===== config.mk =====
export PLATFORM = sky130hd
export DESIGN_NAME = xmem_async_bridge
export DESIGN_NICKNAME = d
export VERILOG_FILES = /design/src/rtl/xmem_async_bridge.sv
export SDC_FILE = /design/constraint.sdc
export NUM_CORES = 1
export LEC_CHECK = 0
export CELL_PAD_IN_SITES_DETAIL_PLACEMENT = 0
export CELL_PAD_IN_SITES_GLOBAL_PLACEMENT = 1
export CORE_MARGIN = 4
export CORE_UTILIZATION = 36
export CTS_BUF_LIST = sky130_fd_sc_hd__clkbuf_2 sky130_fd_sc_hd__clkbuf_4 sky130_fd_sc_hd__clkbuf_8
export DETAILED_ROUTE_END_ITERATION = 16
export PLACE_DENSITY = 0.81
export SLEW_MARGIN = 5
export SYNTH_ARGS = -nofsm -noshare
export SYNTH_HDL_FRONTEND = slang
export SYNTH_SLANG_ARGS = --single-unit

===== constraint.sdc =====
create_clock -name clk -period 2.9 [get_ports clk]
set_input_delay 0.435 -clock clk [delete_from_list [all_inputs] [get_ports clk]]
set_output_delay 0.435 -clock clk [all_outputs]
set_load 0.02 [all_outputs]

===== src/rtl/xmem_async_bridge.sv =====
module xmem_async_bridge #(
  parameter int AW = 20,
  parameter int DW = 16,
  parameter bit NM_ADV_PULSE = 1'b1,
  localparam int BW = DW / 8
) (
  input  logic          clk,
  input  logic          rst_n,
  input  logic          req,
  input  logic          wr,
  input  logic          mux_mode,
  input  logic [AW-1:0] addr,
  input  logic [DW-1:0] wdata,
  input  logic [BW-1:0] be,
  output logic          ready,
  output logic [DW-1:0] rdata,
  output logic          mem_ce_n,
  output logic          mem_oe_n,
  output logic          mem_we_n,
  output logic          mem_adv_n,
  output logic [BW-1:0] mem_bl_n,
  output logic [AW-1:0] mem_addr,
  output logic [DW-1:0] ad_out,
  output logic          ad_oe,
  input  logic [DW-1:0] ad_in
);

  logic          busy, op_wr, op_mux;
  logic [1:0]    ph, last;
  logic [DW-1:0] op_wdata;
  logic [BW-1:0] op_be;

  wire accept = req && !busy;
  assign last = op_mux ? (op_wr ? 2'd3 : 2'd2) : (op_wr ? 2'd2 : 2'd1);
  wire done   = busy && (ph == last);

  wire          n_busy  = accept || (busy && !done);
  wire [1:0]    n_ph    = accept ? 2'd0 : ph + 2'd1;
  wire          n_wr    = accept ? wr : op_wr;
  wire          n_mux   = accept ? mux_mode : op_mux;
  wire [AW-1:0] n_addr  = accept ? addr : mem_addr;
  wire [DW-1:0] n_wdata = accept ? wdata : op_wdata;
  wire [BW-1:0] n_be    = accept ? be : op_be;

  wire s_oe   = n_busy && !n_wr && (n_mux ? (n_ph == 2'd2) : 1'b1);
  wire s_we   = n_busy && n_wr && (n_mux ? (n_ph == 2'd1 || n_ph == 2'd2) : (n_ph == 2'd1));
  wire s_adv  = n_busy && (n_ph == 2'd0) && (n_mux || NM_ADV_PULSE);
  wire s_adph = n_mux && (n_ph < 2'd2);
  wire s_drv  = n_busy && (s_adph || n_wr);

  always_ff @(posedge clk or negedge rst_n) begin
    if (!rst_n) begin
      busy      <= 1'b0;
      ph        <= 2'd0;
      op_wr     <= 1'b0;
      op_mux    <= 1'b0;
      op_wdata  <= '0;
      op_be     <= '0;
      mem_addr  <= '0;
      mem_ce_n  <= 1'b1;
      mem_oe_n  <= 1'b1;
      mem_we_n  <= 1'b1;
      mem_adv_n <= 1'b1;
      mem_bl_n  <= '1;
      ad_out    <= '0;
      ad_oe     <= 1'b0;
      ready     <= 1'b0;
      rdata     <= '0;
    end else begin
      busy      <= n_busy;
      ph        <= n_ph;
      op_wr     <= n_wr;
      op_mux    <= n_mux;
      op_wdata  <= n_wdata;
      op_be     <= n_be;
      mem_addr  <= n_addr;
      mem_ce_n  <= !n_busy;
      mem_oe_n  <= !s_oe;
      mem_we_n  <= !s_we;
      mem_adv_n <= !s_adv;
      mem_bl_n  <= n_busy ? ~n_be : '1;
      ad_out    <= s_adph ? n_addr[DW-1:0] : n_wdata;
      ad_oe     <= s_drv;
      ready     <= done;
      if (done && !op_wr) rdata <= ad_in;
    end
  end


  idle_pins_chk: assert property (@(posedge clk) disable iff (!rst_n)
    mem_ce_n |-> (mem_oe_n && mem_we_n && mem_adv_n && !ad_oe && mem_bl_n == '1));


  oe_we_excl_chk: assert property (@(posedge clk) disable iff (!rst_n)
    !(!mem_oe_n && !mem_we_n));


  no_contention_chk: assert property (@(posedge clk) disable iff (!rst_n)
    !mem_oe_n |-> !ad_oe);


  ready_pulse_chk: assert property (@(posedge clk) disable iff (!rst_n)
    ready |=> !ready);


  ready_after_ce_chk: assert property (@(posedge clk) disable iff (!rst_n)
    $rose(mem_ce_n) |-> ready);


  start_needs_req_chk: assert property (@(posedge clk) disable iff (!rst_n)
    $fell(mem_ce_n) |-> $past(req));


  we_hold_chk: assert property (@(posedge clk) disable iff (!rst_n)
    $rose(mem_we_n) |-> !mem_ce_n);

endmodule


==> results.md <==
* Number of vias per cell at 4.82
* Seq/Total Area, Yosys at 0.574
* Die area at 11800 um2
* Clk root buf: clkbuf_8
* Number of max-cap violations at 0
* Fraction of registers with async set/reset at 1.00
* Outcome: finished clean
* Setup Skew at 0.0105 ns
* Hold Crit Class: input pin to async pin
* Least-Margin Pin Slew at 1.01 ns
* Peak fanout along the critical path at 16
* Setup repair after global routing missed its margin: no
* CTS Hold Bufs at 0
* GR Overflow Total at 0
* Detail Route Antenna Nets at 0
* Synth warn at 0
* TritonCTS buffer count at 9
* Synth Cell Area at 3630 um2
* Clk_lat worst skew at 0.34 ns
* Core ar. at 9820 um2
* Setup Viol. Count Final at 0
* Post-route minimum period at 2.07 ns
* Cells after DPL at 583
* Register area at 2080 um2
* Number of synthesized flops with an enable pin at 0
* Wirelength per Cell at 15.1 um
* DRT Wirelength at 9050 um
* Multi-input gate area at 1380 um2
* Max Root-Sink Buffers at 2
* Final Hold Vio Count at 0
* Fill cell count at 924
* Avg Cell Area, Syn at 10.5 um2
* Worst vdd ir at 424 uV
* TritonRoute pass-1 iters at 4
* DRC errors left at 0
* Initial antenna violation count at 0
* Max-slew headroom at 0.324
* Most used flip-flop cell after synthesis: dfrtp_1
* Area delta synth->final at 40.0%
* Post-CTS Setup Bufs at 0
* Hpwl dp at 6300 um
* Largest net degree at the start of global routing at 84
* I/O Buffers at 118
* DR vias at 2887
* # resized after CTS at 0
* Synth Register Bits at 83
* Row Count at 36
* Nets@finish at 524
* Initial Utilization at 0.370
* Slew Viols, Final at 0
* Setup total negative slack at 0 ns
* Share of layout cells above drive strength 1 at 0.131
* Startpoint types: flop
* Initial DRC count at 115
* R2R depth at 6
* WS Path Type: flop to flop
* Pre-CTS WS at 0.779 ns
* Cells after synthesis at 347
* Worst-path clk slew at 0.09 ns
* Total GRT Usage at 0.161
* Sink Count at 83
* CTS tree: done
* Final cell count without fillers at 599
* Number of global-route vias before repair at 2989
* Final setup margin at 0.832 ns
* Ports at 119
* Unique masters post-synth at 33
* Htree depth at 3
* Fmax at 483 MHz
* WP data arrival at 2.30 ns
* N_diodes at 0
* Critical Path End Type: flop
* Crit path required time at 3.13 ns
* Chip width at 108 um
* First-pass GRT wire length at 15000 um
* GPL Wtd Cong at 0.767
* Leakage at 2.27 nW
* Syn Nets at 410
* Final period utilization at 0.713
* PD cells at 1180 nW/um2
* Die height at 108 um
## kinds of logic after synthesis
logic type,synth area share
AOI/OAI and AO/OA,0.0548
xor gates and xnor gates,0.00724
adders and majority gates,0.0138
buffers and inverters,0.0489
DFF,0.574
muxes,0.0710
and+or+nand+nor,0.230
## cells in the final DEF (no fill, tap or decap)
master / count
a21oi_1: 1
a31oi_1: 1
buf_12: 1
buf_4: 8
clkbuf_8: 9
clkdlybuf4s50_1: 117
clkinv_2: 2
clkinv_4: 2
clkinvlp_4: 1
dfrtp_1: 77
dfstp_2: 6
ha_1: 4
inv_1: 8
inv_6: 2
mux2_2: 6
mux2_4: 10
mux2i_1: 4
nand2_1: 119
nand2b_1: 1
nand2b_2: 1
nand3_1: 3
nand3_2: 1
nor2_1: 1
nor2_4: 1
nor2b_4: 1
nor3_1: 42
nor3b_1: 14
o211ai_1: 1
o21ai_0: 1
o221a_1: 4
o221a_2: 10
o221ai_1: 2
or2_1: 1
or3_1: 1
xnor2_1: 1
xor2_1: 2
## final timing paths
kind	startpoint	slack, ns	end
min in group clk	op_wdata[15]	0.49	op_wdata[15]
max in group asynchronous	rst_n	1.99	ad_out[15]
worst min-delay path	rst_n	0.27	ad_out[2]
worst max-delay path	op_wr	0.83	rdata[0]
worst min register to register	op_wdata[15]	0.49	op_wdata[15]
worst max register to register	op_wr	0.83	rdata[0]
## final cells by class
| cell class | instances | share of cell area |
|---|---|---|
| clock buffer | 9 | 0.0244 |
| multi-input combinational | 233 | 0.271 |
| sequential | 83 | 0.410 |
| clock inverter | 7 | 0.0103 |
| timing repair buffer | 126 | 0.246 |
| inverter | 8 | 0.00591 |
| tap | 133 | 0.0327 |
## through the flow
stage	util	power (W)	hold WS (ns)	instance area, um2
floorplan	-	0.00410	0.139	3630
global placement	0.500	0.00524	0.457	4910
detailed placement	0.500	0.00532	0.466	4910
CTS	0.518	0.00610	0.303	5080
global route	0.518	0.00646	0.337	5080
finish	0.518	0.00599	0.271	5080
## synth_stat cells (2+ instances only)
master | instances | area, um2
buf_2 | 12 | 60.1
ha_1 | 4 | 50.1
mux2_2 | 6 | 67.6
nand2_1 | 119 | 447
dfstp_2 | 6 | 158
o221a_1 | 4 | 45.0
o221ai_1 | 2 | 17.5
xor2_1 | 2 | 17.5
nand2b_1 | 2 | 12.5
buf_4 | 4 | 30.0
nand3_1 | 3 | 15.0
mux2i_1 | 4 | 40.0
inv_1 | 8 | 30.0
nor3_1 | 42 | 210
buf_6 | 2 | 22.5
dfrtp_1 | 77 | 1930
nor3b_1 | 14 | 105
clkbuf_1 | 3 | 11.3
o221a_2 | 10 | 113
mux2_4 | 10 | 150
## report_power, final
group / leakage, nW / internal [W] / switching (W)
logic: 1.17 / 0.00157 / 0.00160
clock network: 0.0900 / 0.000317 / 0.000432
registers: 1.00 / 0.00176 / 0.000320
## worst max-delay path, stage by stage (launching register included)
cell     delay, ns
dfrtp_1       0.40
inv_1         0.08
ha_1          0.30
xor2_1        0.16
nand3_2       0.15
nor2_4        0.46
mux2_2        0.40
## layer usage
| layer | GRT usage | share of wire | vias up |
|---|---|---|---|
| met5 | 0 | 0 | - |
| met4 | 0.0469 | 0.011 | 0 |
| met3 | 0.0394 | 0.067 | 9 |
| met2 | 0.262 | 0.47 | 95 |
| met1 | 0.214 | 0.45 | 1386 |
| li1 | - | - | 1397 |
## registers in the layout (all words and copies together), names as in the netlist, 2 cells and up
name and flops:
op_wdata 16, mem_addr 20, op_be 2, rdata 16, ph 2, mem_bl_n 2, ad_out 16
No activity file was read; power rests on OpenSTA's default activity.
